$ cat src/rtl/cfgreg_pkg.sv
package cfgreg_pkg;
  localparam int OPC1_W = 3;
  localparam int CRN_W  = 4;
  localparam int CRM_W  = 4;
  localparam int OPC2_W = 3;

  typedef struct packed {
    logic [OPC1_W-1:0] opc1;
    logic [CRN_W-1:0]  crn;
    logic [CRM_W-1:0]  crm;
    logic [OPC2_W-1:0] opc2;
  } sel_t;

  localparam sel_t SEL_CTRL = '{opc1: 3'd6, crn: 4'd0, crm: 4'd0, opc2: 3'd0};
  localparam sel_t SEL_BASE = '{opc1: 3'd6, crn: 4'd1, crm: 4'd0, opc2: 3'd0};

  typedef enum logic [1:0] {
    TGT_NONE = 2'd0,
    TGT_CTRL = 2'd1,
    TGT_BASE = 2'd2
  } tgt_e;
endpackage

$ cat src/rtl/cfgreg_decode.sv
module cfgreg_decode
  import cfgreg_pkg::*;
(
  input  sel_t sel,
  output tgt_e tgt
);
  always_comb begin
    if (sel == SEL_CTRL)      tgt = TGT_CTRL;
    else if (sel == SEL_BASE) tgt = TGT_BASE;
    else                      tgt = TGT_NONE;
  end
endmodule

$ cat src/rtl/cfgreg_access.sv
module cfgreg_access
  import cfgreg_pkg::*;
(
  input  logic valid,
  input  logic write,
  input  logic priv,
  input  tgt_e tgt,
  input  logic eff_dis,
  output logic allow,
  output logic undef
);
  always_comb begin
    unique case (tgt)
      TGT_CTRL: allow = priv | ~write;
      TGT_BASE: allow = priv | (~write & ~eff_dis);
      default:  allow = 1'b0;
    endcase
    undef = valid & ~allow;
  end
endmodule

$ cat src/rtl/cfgreg_state.sv
module cfgreg_state #(
  parameter int DATA_W     = 32,
  parameter int BASE_ALIGN = 2
) (
  input  logic              clk,
  input  logic              rst_n,
  input  logic              wr_ctrl,
  input  logic              wr_base,
  input  logic [DATA_W-1:0] wdata,
  input  logic              sync_event,
  output logic              arch_dis,
  output logic              eff_dis,
  output logic [DATA_W-1:0] base_val
);
  localparam int HI_W = DATA_W - BASE_ALIGN;

  logic [HI_W-1:0] base_hi;

  always_ff @(posedge clk) begin
    if (!rst_n) begin
      arch_dis <= 1'b0;
      eff_dis  <= 1'b0;
      base_hi  <= '0;
    end else begin
      if (wr_ctrl)    arch_dis <= wdata[0];
      if (sync_event) eff_dis  <= arch_dis;
      if (wr_base)    base_hi  <= wdata[DATA_W-1:BASE_ALIGN];
    end
  end

  assign base_val = {base_hi, {BASE_ALIGN{1'b0}}};
endmodule

$ cat src/rtl/cfgreg_gate.sv
module cfgreg_gate
  import cfgreg_pkg::*;
#(
  parameter int DATA_W     = 32,
  parameter int BASE_ALIGN = 2
) (
  input  logic              clk,
  input  logic              rst_n,
  input  logic              req_valid,
  input  logic              req_write,
  input  logic              req_priv,
  input  logic [2:0]        req_opc1,
  input  logic [3:0]        req_crn,
  input  logic [3:0]        req_crm,
  input  logic [2:0]        req_opc2,
  input  logic [DATA_W-1:0] req_wdata,
  input  logic              sync_event,
  output logic [DATA_W-1:0] rsp_rdata,
  output logic              rsp_undef
);
  sel_t              sel;
  tgt_e              tgt;
  logic              allow;
  logic              arch_dis;
  logic              eff_dis;
  logic [DATA_W-1:0] base_val;
  logic              commit;

  assign sel = '{opc1: req_opc1, crn: req_crn, crm: req_crm, opc2: req_opc2};

  cfgreg_decode u_dec (
    .sel (sel),
    .tgt (tgt)
  );

  cfgreg_access u_acc (
    .valid   (req_valid),
    .write   (req_write),
    .priv    (req_priv),
    .tgt     (tgt),
    .eff_dis (eff_dis),
    .allow   (allow),
    .undef   (rsp_undef)
  );

  assign commit = req_valid & allow;

  cfgreg_state #(
    .DATA_W     (DATA_W),
    .BASE_ALIGN (BASE_ALIGN)
  ) u_st (
    .clk        (clk),
    .rst_n      (rst_n),
    .wr_ctrl    (commit & req_write & (tgt == TGT_CTRL)),
    .wr_base    (commit & req_write & (tgt == TGT_BASE)),
    .wdata      (req_wdata),
    .sync_event (sync_event),
    .arch_dis   (arch_dis),
    .eff_dis    (eff_dis),
    .base_val   (base_val)
  );

  always_comb begin
    rsp_rdata = '0;
    if (commit && !req_write) begin
      if (tgt == TGT_CTRL)      rsp_rdata = {{(DATA_W-1){1'b0}}, arch_dis};
      else if (tgt == TGT_BASE) rsp_rdata = base_val;
    end
  end
endmodule

$ cat config.mk
export PLATFORM = sky130hd
export DESIGN_NAME = cfgreg_gate
export DESIGN_NICKNAME = d
export VERILOG_FILES = /design/src/rtl/cfgreg_pkg.sv /design/src/rtl/cfgreg_decode.sv /design/src/rtl/cfgreg_access.sv /design/src/rtl/cfgreg_state.sv /design/src/rtl/cfgreg_gate.sv
export SDC_FILE = /design/constraint.sdc
export NUM_CORES = 1
export LEC_CHECK = 0
export CORE_ASPECT_RATIO = 1.75
export CORE_MARGIN = 4
export CORE_UTILIZATION = 45
export DETAILED_ROUTE_END_ITERATION = 10
export GPL_TIMING_DRIVEN = 1
export PLACE_DENSITY_LB_ADDON = 0.2
export SLEW_MARGIN = 20
export SYNTH_ARGS = -nofsm -noshare
export SYNTH_HDL_FRONTEND = slang
export SYNTH_HIERARCHICAL = 1
export SYNTH_SLANG_ARGS = --single-unit
$ cat constraint.sdc
create_clock -name clk -period 7.8 [get_ports clk]
set_input_delay 1.56 -clock clk [delete_from_list [all_inputs] [get_ports clk]]
set_output_delay 1.56 -clock clk [all_outputs]
set_load 0.05 [all_outputs]
# After elaboration in Yosys (flattened, before gate mapping)
# Index checks and enable logic that the tools add are counted.
[word_totals]
ff_bits = 32
input_bits = 52
out_inout_bits = 33
[classes]
bitwise = 11
reduce_logical = 2
muxes = 6
eq_ne = 4
[ops]
columns = ["cell", "count"]
rows = [
  ["32-bit 2-to-1 mux", 3],
  ["14-bit equality test (second input constant)", 2],
  ["1-bit AND", 6],
  ["2-bit 2-to-1 mux", 2],
  ["1-bit inverter", 3],
  ["2-bit by 1-bit equality test with 1-bit output (second input constant)", 1],
  ["2-bit equality test (second input constant)", 1],
  ["1-bit OR", 2],
  ["1-bit case mux with 2 select lines", 1],
  ["1-bit logical AND", 1],
  ["1-bit logical NOT", 1],
]

# Depth between registers and ports, before layout
[logic_depth]
ltp_word = 8
depth_mapped = 12
ltp_nobuf = 10

# By module
# The synthesis kept the hierarchy.
[by_module_without_submodules]
columns = ["module", "instances", "area_each_um2", "cells_each", "seq_area_each_um2"]
rows = [
  ["cfgreg_state", 1, 1262.5, 106, 640.6],
  ["cfgreg_gate", 1, 550.5, 76, 0.0],
  ["cfgreg_decode", 1, 65.1, 7, 0.0],
  ["cfgreg_access", 1, 41.3, 6, 0.0],
]

# Worst setup path after synthesis
# Ideal clock, no wire load.
[synth_path]
path_type = "input-to-output"
startpoint = "input req_opc2[1]"
endpoint = "output rsp_rdata[29]"
required_time_ps = 6240
cell_stages = 7
path_buffers = 0
path_slack_ps = 1757
arrival_ps = 4483
cell_sequence = "or4_1 > nor4_2 > ha_1 > a211o_1 > nand2_1 > nand3b_4 > nor3_1"
[synth_via]
elab_chain_cells = 8
word_cells_on_any_way = 12
[synth_lines]
columns = ["item", "line", "text"]
rows = [
  ["start: declaration", "cfgreg_gate.sv:15", "input logic [2:0] req_opc2,"],
  ["14-bit equality test", "cfgreg_decode.sv:9", "else if (sel == SEL_BASE) tgt = TGT_BASE;"],
  ["2-bit 2-to-1 mux", "cfgreg_decode.sv:9", ""],
  ["2-bit 2-to-1 mux *", "cfgreg_decode.sv:8", "if (sel == SEL_CTRL) tgt = TGT_CTRL;"],
  ["net tgt[1]", "cfgreg_gate.sv:22", "tgt_e tgt;"],
  ["2-bit equality test or 2-bit by 1-bit equality test with 1-bit output (tied branches)", "cfgreg_access.sv:13", "unique case (tgt)"],
  ["1-bit case mux with 2 select lines *", "cfgreg_access.sv:13", ""],
  ["net allow", "cfgreg_gate.sv:23", "logic allow;"],
  ["1-bit AND *", "cfgreg_gate.sv:46", "assign commit = req_valid & allow;"],
  ["1-bit logical AND *", "cfgreg_gate.sv:65", "if (commit && !req_write) begin"],
  ["32-bit 2-to-1 mux *", "cfgreg_gate.sv:65", ""],
  ["end: declaration", "cfgreg_gate.sv:18", "output logic [DATA_W-1:0] rsp_rdata,"],
]
# Mark *: on every way through the listed nets, which the timed path passes. The rest lies on a longest branch.

# Worst setup path in the final report
[layout_path]
startpoint = "input req_crn[2]"
endpoint = "output rsp_rdata[31]"
[layout_via]
elab_chain_cells = 8
word_cells_on_any_way = 12
[layout_lines]
columns = ["item", "line", "text"]
rows = [
  ["start: declaration", "cfgreg_gate.sv:13", "input logic [3:0] req_crn,"],
  ["14-bit equality test", "cfgreg_decode.sv:9", ""],
  ["2-bit 2-to-1 mux", "cfgreg_decode.sv:9", ""],
  ["2-bit 2-to-1 mux *", "cfgreg_decode.sv:8", ""],
  ["net tgt[1]", "cfgreg_gate.sv:22", ""],
  ["2-bit equality test or 2-bit by 1-bit equality test with 1-bit output (tied branches)", "cfgreg_access.sv:13", ""],
  ["1-bit case mux with 2 select lines *", "cfgreg_access.sv:13", ""],
  ["net allow", "cfgreg_gate.sv:23", ""],
  ["1-bit AND *", "cfgreg_gate.sv:46", ""],
  ["1-bit logical AND *", "cfgreg_gate.sv:65", ""],
  ["32-bit 2-to-1 mux *", "cfgreg_gate.sv:65", ""],
]
# Marked as above.

==> flow_summary_export.csv <==
group,metric,value,unit
outcome,status,"completed",
floorplanning,num_rows,31,
clock_network,cts_root_buf,"clkbuf_8",
worst_setup_path,slowest_stage,"clkdlybuf4s50_1",
worst_hold_path,hold_depth,2,
sta,period_needed,6.96,ns
sta,finalSetupViolations,0,
clock_network,cts_buffer_depth,2,
power,ir_worst_vdd,0.178,mV
sta,hold_viol,0,
worst_setup_path,start_kind,"input port",
drt,wl_per_cell,12.0,µm
worst_setup_path,cpPeakStageDelay,0.84,ns
worst_setup_path,cp_cell_sequence,"clkdlybuf4s50_1, or4_4, nor4_2, ha_1, a211o_1, nand2_1, nand3b_4, nor3_1, clkdlybuf4s50_1",
drt,drt_iter0_drc,29,
finish,drive_gt1_share,15.8,%
power,finalPower,323,µW
worst_setup_path,path_max_fanout,32,
worst_setup_path,endpoint_kind,"primary output",
worst_setup_path,worstPathArrival,5.40,ns
sta,slew_headroom,42.9,%
yosys,syn_area,0.00192,mm²
yosys,syn_inst,195,
job,maxCapViolCount,0,
clock_network,cts_tree,"built",
yosys,synthTopCellsByArea,"dfxtp_1 (33%), mux2i_1 (17%), nor3_2 (15%)",
global_routing,antenna_found_initial,0,
power,power_density,117,mW/mm²
global_routing,grt_max_degree,33,
worst_setup_path,critical_path_cell_count,9,
worst_setup_path,critPathMostFrequentCell,"clkdlybuf4s50_1",
worst_setup_path,reg2reg_depth,7,
global_routing,grtUsageTotal,14.3,%
global_routing,grt_pass1_vias,1426,
clock_network,cts_buffers,5,
floorplanning,die_width,57.4,µm
drt,dr.pass1.iters,3,
clock_network,ctsResizeCount,0,
finish,finalInstanceArea,0.00277,mm²
yosys,synth-seq-area-share,33.4,%
yosys,synth_top_area_share,33.4,%
yosys,synth_area_leader_cell,"dfxtp_1",
yosys,avgSynthCellArea,9.84,µm²
clock_network,h-tree-depth,2,
floorplanning,initial_utilization,46.2,%
drt,num_vias,1509,
finish,syn2layout_area_growth,44.1,%
placed_design,hpwl,2.79,mm
floorplanning,core_area,0.00415,mm²
sta,finalMaxSlewViolations,0,
global_routing,grt_pass1_wl,6.11,mm
worst_setup_path,critPathKind,"in2out",
sta,finalSetupTns,0,ns
finish,n_antenna_cell,0,
floorplanning,die_y,94.4,µm
floorplanning,dieArea,0.00542,mm²
global_routing,grt_overflow,0,
placed_design,dpl_cell_area,0.00266,mm²
finish,final_common_cell,"clkdlybuf4s50_1",
worst_setup_path,required,6.24,ns
drt,routed_wl,3.85,mm
power,p_leak,0.762,nW
sta,fin_skew,0.00379,ns
placed_design,place_inst,312,
clock_network,clk_pin_slew_worst_paths,0.06,ns
worst_setup_path,critPathTopFamily,"simple AND/OR/NAND/NOR gates",
yosys,synth_warnings,6,
sta,fmax,144,MHz
yosys,synthDistinctLibCells,27,
clock_network,cts_sinks,32,
clock_network,cts-hold-fix-buffers,0,
yosys,synth_seq_cells,32,
finish,fin_cells,321,
worst_hold_path,hold_class,"reg2reg",
placed_design,placement.io_buffers,82,
sta,rsz0062_at_grt,"no",
clock_network,postCtsSetupBuffers,0,
drt,drc,0,
floorplanning,io_pins,85,
finish,layout_common_cells,"clkdlybuf4s50_1 (82), inv_1 (32), mux2i_1 (32), nor2b_1 (32), dfxtp_1 (32)",
sta,worst_slew_pin_slew,0.854,ns
drt,viasPerCell,4.70,
placed_design,gp_congestion,0.717,
finish,final_core_util,66.6,%
finish,fill_cells,360,
worst_setup_path,crit_buf_inv,2,
finish,nNetsFinal,324,
clock_network,clk_latency,0.27,ns
sta,fin_crit_sh,89.3,%
drt,final_antenna_net_count,0,
-- stage by stage --
step / hold WS, ns / setup WS [ns]
after floorplan: 0.483 / 1.76
after global placement: 0.496 / 0.835
after detailed placement: 0.503 / 0.817
after CTS: 0.521 / 0.803
after global routing: 0.545 / 0.618
final: 0.513 / 0.837
-- cell type report --
type	count	area, µm²	area share, %
clock buffers	8	90.1	3.26
repair buffers	83	841	30.4
flip-flops and latches	32	641	23.2
multi-input cells	117	1010	36.6
well taps	49	61.3	2.22
inverters	32	120	4.34
-- tightest hold or removal path: stages (launching register included) --
cell,delay [ns]
dfxtp_1,0.32
mux2i_1,0.07
nor2b_1,0.09
-- report_power, final --
group	internal, mW	switching (mW)
combinational	0.0257	0.00776
sequential	0.163	0.000000000232
clock	0.0718	0.0543
total	0.261	0.0620
-- layer usage --
metal  wire (µm)  GRT usage [%]  vias to the layer above
li1            -              -                      776
met1        1520           15.4                      670
met2        1990           25.4                       58
met3         282           4.65                        5
met4          59           5.22                        0
met5           0              0                        -
-- worst paths after layout --
check	startpoint	end	slack, ns
hold / removal	u_st/base_hi[9]	u_st/base_hi[9]	0.51
setup reg to reg	u_st/eff_dis	u_st/base_hi[15]	5.95
setup / recovery	req_crn[2]	rsp_rdata[31]	0.84
hold reg to reg	u_st/base_hi[9]	u_st/base_hi[9]	0.51
-- cell families (layout without fill, tap and decap cells) --
family | Yosys count | after routing | synth area share, %
flip-flops | 32 | 32 | 33.4
AND/OR/NAND/NOR | 80 | 80 | 33.7
multiplexers | 32 | 32 | 16.7
buffers and inverters | 47 | 123 | 14.5
other | 1 | 2 | 0.195
AO/OA/AOI/OAI | 2 | 2 | 0.913
adder cells (fa/ha/maj) | 1 | 1 | 0.652
-- registers in the layout, indices dropped and copies added, names as in the netlist --
name	cells
u_st/base_hi	30
u_st/arch_dis	1
u_st/eff_dis	1
-- cell usage after synthesis --
master	n
nor3b_1	1
ha_1	1
nand3_1	1
nor3_2	29
buf_6	5
or4_1	2
a21oi_2	1
a211o_1	1
nor4_2	2
conb_1	1
nand3b_1	2
or4b_1	1
mux2i_1	32
nor3_1	2
nand2b_4	1
buf_12	3
nor2_1	1
dfxtp_1	32
and3_1	1
nand2b_1	1
nor2b_1	32
nand2_1	2
inv_1	32
clkbuf_1	3
nand3b_4	1
or4_4	1
buf_4	4
No activity file was read; power rests on OpenSTA's default activity.
